--- config.mk ---
export PLATFORM = sky130hd
export DESIGN_NAME = link_fault_monitor
export DESIGN_NICKNAME = d
export VERILOG_FILES = /design/src/rtl/link_fault_monitor.sv
export SDC_FILE = /design/constraint.sdc
export NUM_CORES = 1
export LEC_CHECK = 0
export ABC_AREA = 1
export BUFFER_PORTS_ARGS = -buffer_cell sky130_fd_sc_hd__buf_4
export CAP_MARGIN = 25
export CORE_UTILIZATION = 35
export CTS_CLUSTER_DIAMETER = 60
export DETAILED_ROUTE_END_ITERATION = 10
export SLEW_MARGIN = 25
export SYNTH_ARGS = -nofsm -noshare
export SYNTH_HDL_FRONTEND = slang
export SYNTH_SLANG_ARGS = --single-unit
export TNS_END_PERCENT = 20
--- constraint.sdc ---
create_clock -name clk -period 1.67 [get_ports clk]
set_input_delay 0.2505 -clock clk [delete_from_list [all_inputs] [get_ports clk]]
set_output_delay 0.2505 -clock clk [all_outputs]
set_load 0.03 [all_outputs]
--- src/rtl/link_fault_monitor.sv ---
module link_fault_monitor #(
  parameter int CLK_HZ  = 25_000_000,
  parameter int QUAL_US = 330
) (
  input  logic clk,
  input  logic rst_n,
  input  logic sig_err,
  input  logic lock_err,
  input  logic remote_fault,
  output logic link_ok,
  output logic mii_isolate,
  output logic force_idle,
  output logic link_fault
);

  localparam int QUAL = (CLK_HZ / 1000) * QUAL_US / 1000;
  localparam int CW   = $clog2(QUAL + 1);
  localparam logic [CW-1:0] QUAL_LAST = CW'(QUAL - 1);

  typedef enum logic [1:0] {ST_OK, ST_QUAL, ST_FAULT} st_t;

  st_t           state;
  logic [CW-1:0] qual_cnt;
  logic          local_err;

  assign local_err = sig_err | lock_err;

  always_ff @(posedge clk or negedge rst_n) begin
    if (!rst_n) begin
      state    <= ST_OK;
      qual_cnt <= '0;
    end else begin
      case (state)
        ST_OK: begin
          if (remote_fault) state <= ST_FAULT;
          else if (local_err) begin
            state    <= ST_QUAL;
            qual_cnt <= CW'(1);
          end
        end
        ST_QUAL: begin
          if (remote_fault) begin
            state    <= ST_FAULT;
            qual_cnt <= '0;
          end else if (!local_err) begin
            state    <= ST_OK;
            qual_cnt <= '0;
          end else if (qual_cnt == QUAL_LAST) begin
            state    <= ST_FAULT;
            qual_cnt <= '0;
          end else begin
            qual_cnt <= qual_cnt + CW'(1);
          end
        end
        ST_FAULT: begin
          if (!remote_fault && !local_err) state <= ST_OK;
        end
        default: state <= ST_OK;
      endcase
    end
  end

  assign link_ok     = (state != ST_FAULT);
  assign mii_isolate = (state == ST_FAULT);
  assign force_idle  = (state == ST_FAULT);
  assign link_fault  = (state == ST_FAULT);

  initial assert (QUAL >= 2) else $error("qualification window too short");

  p_remote_fast_r2: assert property (@(posedge clk) disable iff (!rst_n)
    remote_fault |=> !link_ok);

  p_fault_cause_r5: assert property (@(posedge clk) disable iff (!rst_n)
    (state == ST_FAULT && $past(state) != ST_FAULT && !$past(remote_fault))
      |-> $past(local_err));

  p_abort_r6: assert property (@(posedge clk) disable iff (!rst_n)
    (state == ST_QUAL && !local_err && !remote_fault) |=> (link_ok && qual_cnt == '0));

  p_recover_r7: assert property (@(posedge clk) disable iff (!rst_n)
    (state == ST_FAULT && !remote_fault && !local_err) |=> link_ok);

  p_hold_r7: assert property (@(posedge clk) disable iff (!rst_n)
    (state == ST_FAULT && (remote_fault || local_err)) |=> !link_ok);

  p_no_overflow_r5: assert property (@(posedge clk) disable iff (!rst_n)
    qual_cnt <= QUAL_LAST);

endmodule

==> parameters.txt <==
Parameter                              Value

Timing
  Final setup violation count ... 0
  Worst max-slew margin expressed relative to the limit ... 0.818
  WHS ... roughly 0.19 ns
  Setup Skew ... roughly 0.0085 ns
  Period utilization ... 0.885
  Achievable clock frequency ... 677 MHz
  Final slew viol count ... 0
  Minimum clock period ... 1.48 ns
  Tightest Pin Transition ... roughly 0.27 ns
  Setup repair after global routing missed its margin ... no
  Sum Neg Setup Slack ... 0 ns
  Final hold viol count ... 0

Setup path
  Critical path launch point type ... flop
  Kind of critical path ... flop to output pin
  Largest delay share family, worst path ... flip-flops
  Crit Path Max Fanout ... 5
  Crit path cell chain ... nor2_1, inv_1, buf_4
  Worst EP required ... 1.42 ns
  CP peak stage delay ... around 0.44 ns
  Buffers & Inverters on Critical Path ... 2
  Data arrival time of the critical path ... ~1.2 ns
  Crit-path slowest cell ... dfrtp_1
  Critical Path Sink Type ... output pin

Clock tree
  Later-pin clock latency in the skew report ... between 0.2 and 0.3 ns
  Post-CTS Resized ... 0
  TritonCTS clock tree ... done
  Buffers from clock root to sink, at most ... 2
  Clock sink count ... 16
  H-tree depth ... 1
  Number of buffers added by the clock tree synthesis step ... 3
  Number of buffers inserted by hold repair at cts ... 1
  Post-CTS Setup Repair Bufs ... 0
  Reg clk slew, reported paths ... about 0.09 ns
  Buffer cell driving the clock tree root ... clkbuf_4

Drt
  Drt drc ... 0
  Vias per std cell ... 4.45
  WL/cell ... about 10 µm
  1st-pass router iterations ... 4
  Number of nets still failing antenna checks after routing ... 0
  Vias ... between 800 and 900
  Final WL ... about 2000 µm
  Detailed Route Iter0 Violations ... 24

Die
  I/O pins ... 9
  Initial core utilization ... 0.370
  Horizontal die dimension ... between 50 and 60 µm
  Floorplan Core Area ... 3080 µm²
  Floorplan die height ... about 59 µm
  FP Rows ... 20
  Overall die area ... 3480 µm²

Global routing
  Total global-route track usage ... 0.138
  Number of global-route vias before repair ... 780
  Overflow left after global routing ... 0
  Largest net degree at the start of global routing ... 17
  Global-route wire length before repair ... ~3500 µm
  Initial antenna violation count ... 0

Finish
  Share of post-route cells with drive strength above 1 ... 0.282
  Number of antenna repair diodes ... 0
  Layout area overhead ... 10.1%
  Most used cells in the layout excluding fill and tap cells ... nor2_1 (21), nand2_1 (21), inv_1 (20), dfrtp_1 (16), buf_4 (8)
  Post-Layout Inst Area ... 1250 µm²
  Net count of the finished layout ... approximately 160

Power and ir drop
  Leakage ... a little under 0.6 nW
  Power, Total ... approximately 0.0013 W
  Maximum VDD drop ... a little over 0.7 mV
  Power density normalized to cell area ... 1040 nW/µm²

Synth
  Mean cell area of the mapped netlist ... about 8.1 µm²
  Synth Register Bits ... 16
  YS warnings ... 0
  Syn_nets ... 147
  Unique masters post-synth ... 27
  Gate count after technology mapping ... 140
  Proportion of netlist area held by the largest area contributor ... 0.352
  Largest cells by area after synthesis ... dfrtp_1 (35%), nand2_1 (6.9%), nor2_1 (6.9%)
  Cell area after synthesis ... roughly 1100 µm²
  Register area share after synthesis ... 0.352
  Most area-hungry cell type in the Yosys netlist ... dfrtp_1

Hold path
  Path class of the lowest-slack min-delay path ... input port to flop

Placement
  Placer congestion estimate ... approximately 0.86
  Detailed placer's ending HPWL ... between 1500 and 2000 µm
  Area after detailed placement ... ~1200 µm²
  IO Port Bufs ... 8

Status
  Status ... finished clean

Run
  Max-capacitance violation count ... 0
[synth_stat cells]
| cell | instances |
|---|---|
| buf_4 | 2 |
| nand2_2 | 5 |
| inv_4 | 2 |
| o21ai_0 | 3 |
| nor2_2 | 6 |
| nor3_1 | 1 |
| nor2_4 | 3 |
| nand2_1 | 21 |
| nor2_1 | 21 |
| buf_6 | 1 |
| ha_1 | 2 |
| nand2_4 | 4 |
| o21ai_2 | 1 |
| nand4_1 | 6 |
| nand2_8 | 1 |
| inv_2 | 2 |
| xor2_1 | 6 |
| dfrtp_1 | 16 |
| nand3_4 | 1 |
| inv_1 | 20 |
| nand3_1 | 5 |
| o21bai_1 | 1 |
| o41ai_1 | 1 |
| a21oi_1 | 2 |
| nand3_2 | 5 |
| a22oi_1 | 1 |
| buf_12 | 1 |
[area by class of cell]
type	count	area (µm²)
Clock buffer	4	36.3
Fill cell	301	1830
Tap cell	44	55.1
Timing Repair Buffer	9	70.1
Inverter	24	95.1
Multi-Input combinational cell	96	596
Sequential cell	16	400
[where the power goes]
part | internal (W) | switching (W) | leakage, nW | total, W
sequential | 0.000425 | 0.0000500 | 0.217 | 0.000475
clock | 0.000133 | 0.000121 | 0.0210 | 0.000254
combinational | 0.000184 | 0.000385 | 0.349 | 0.000569
[layer usage]
layer / share of wire / GRT usage / vias up
met5: 0 / 0 / -
met4: 0.0097 / 0.0408 / 0
met3: 0.026 / 0.0459 / 2
met2: 0.44 / 0.209 / 5
met1: 0.52 / 0.186 / 399
li1: - / - / 453
[path summary, 6_finish.rpt]
kind                                         startpoint                  endpoint  slack, ns  depth (start not counted)
max in group asynchronous                         rst_n  qual_cnt[12]$_DFFE_PN0P_       1.14                          2
worst max-delay path               state[0]$_DFFE_PN0P_                   link_ok       0.19                          3
min in group asynchronous                         rst_n   qual_cnt[2]$_DFFE_PN0P_       0.35                          2
worst min-delay path                       remote_fault      state[0]$_DFFE_PN0P_       0.19                          2
worst min register to register     state[1]$_DFFE_PN0P_      state[0]$_DFFE_PN0P_       0.53                          1
worst max register to register  qual_cnt[0]$_DFFE_PN0P_  qual_cnt[10]$_DFFE_PN0P_       0.27                          7
[stage by stage]
| stage | utilization | instances | worst slack, ns |
|---|---|---|---|
| 6_report | 0.407 | 193 | 0.193 |
| 5_1_grt | 0.407 | 193 | 0.0809 |
| 4_1_cts | 0.407 | 193 | 0.178 |
| 3_5_place_dp | 0.392 | 188 | 0.271 |
| 3_3_place_gp | 0.392 | 188 | 0.291 |
| 2_1_floorplan | - | 140 | 0.146 |
[registers in the layout, indices dropped and copies added, names as in the netlist]
name / flops
state: 2
qual_cnt: 14
[logic make-up (layout without fill, tap and decap cells)]
group,count (synthesis),after routing,share of synthesized area
buffers and inverters,28,37,0.124
xor gates and xnor gates,6,6,0.0462
DFF,16,16,0.352
adders and majority gates,2,2,0.0220
AOI/OAI and AO/OA,9,9,0.0506
and+or+nand+nor,79,79,0.405
Note: power is estimated with default switching activity, not from simulation.
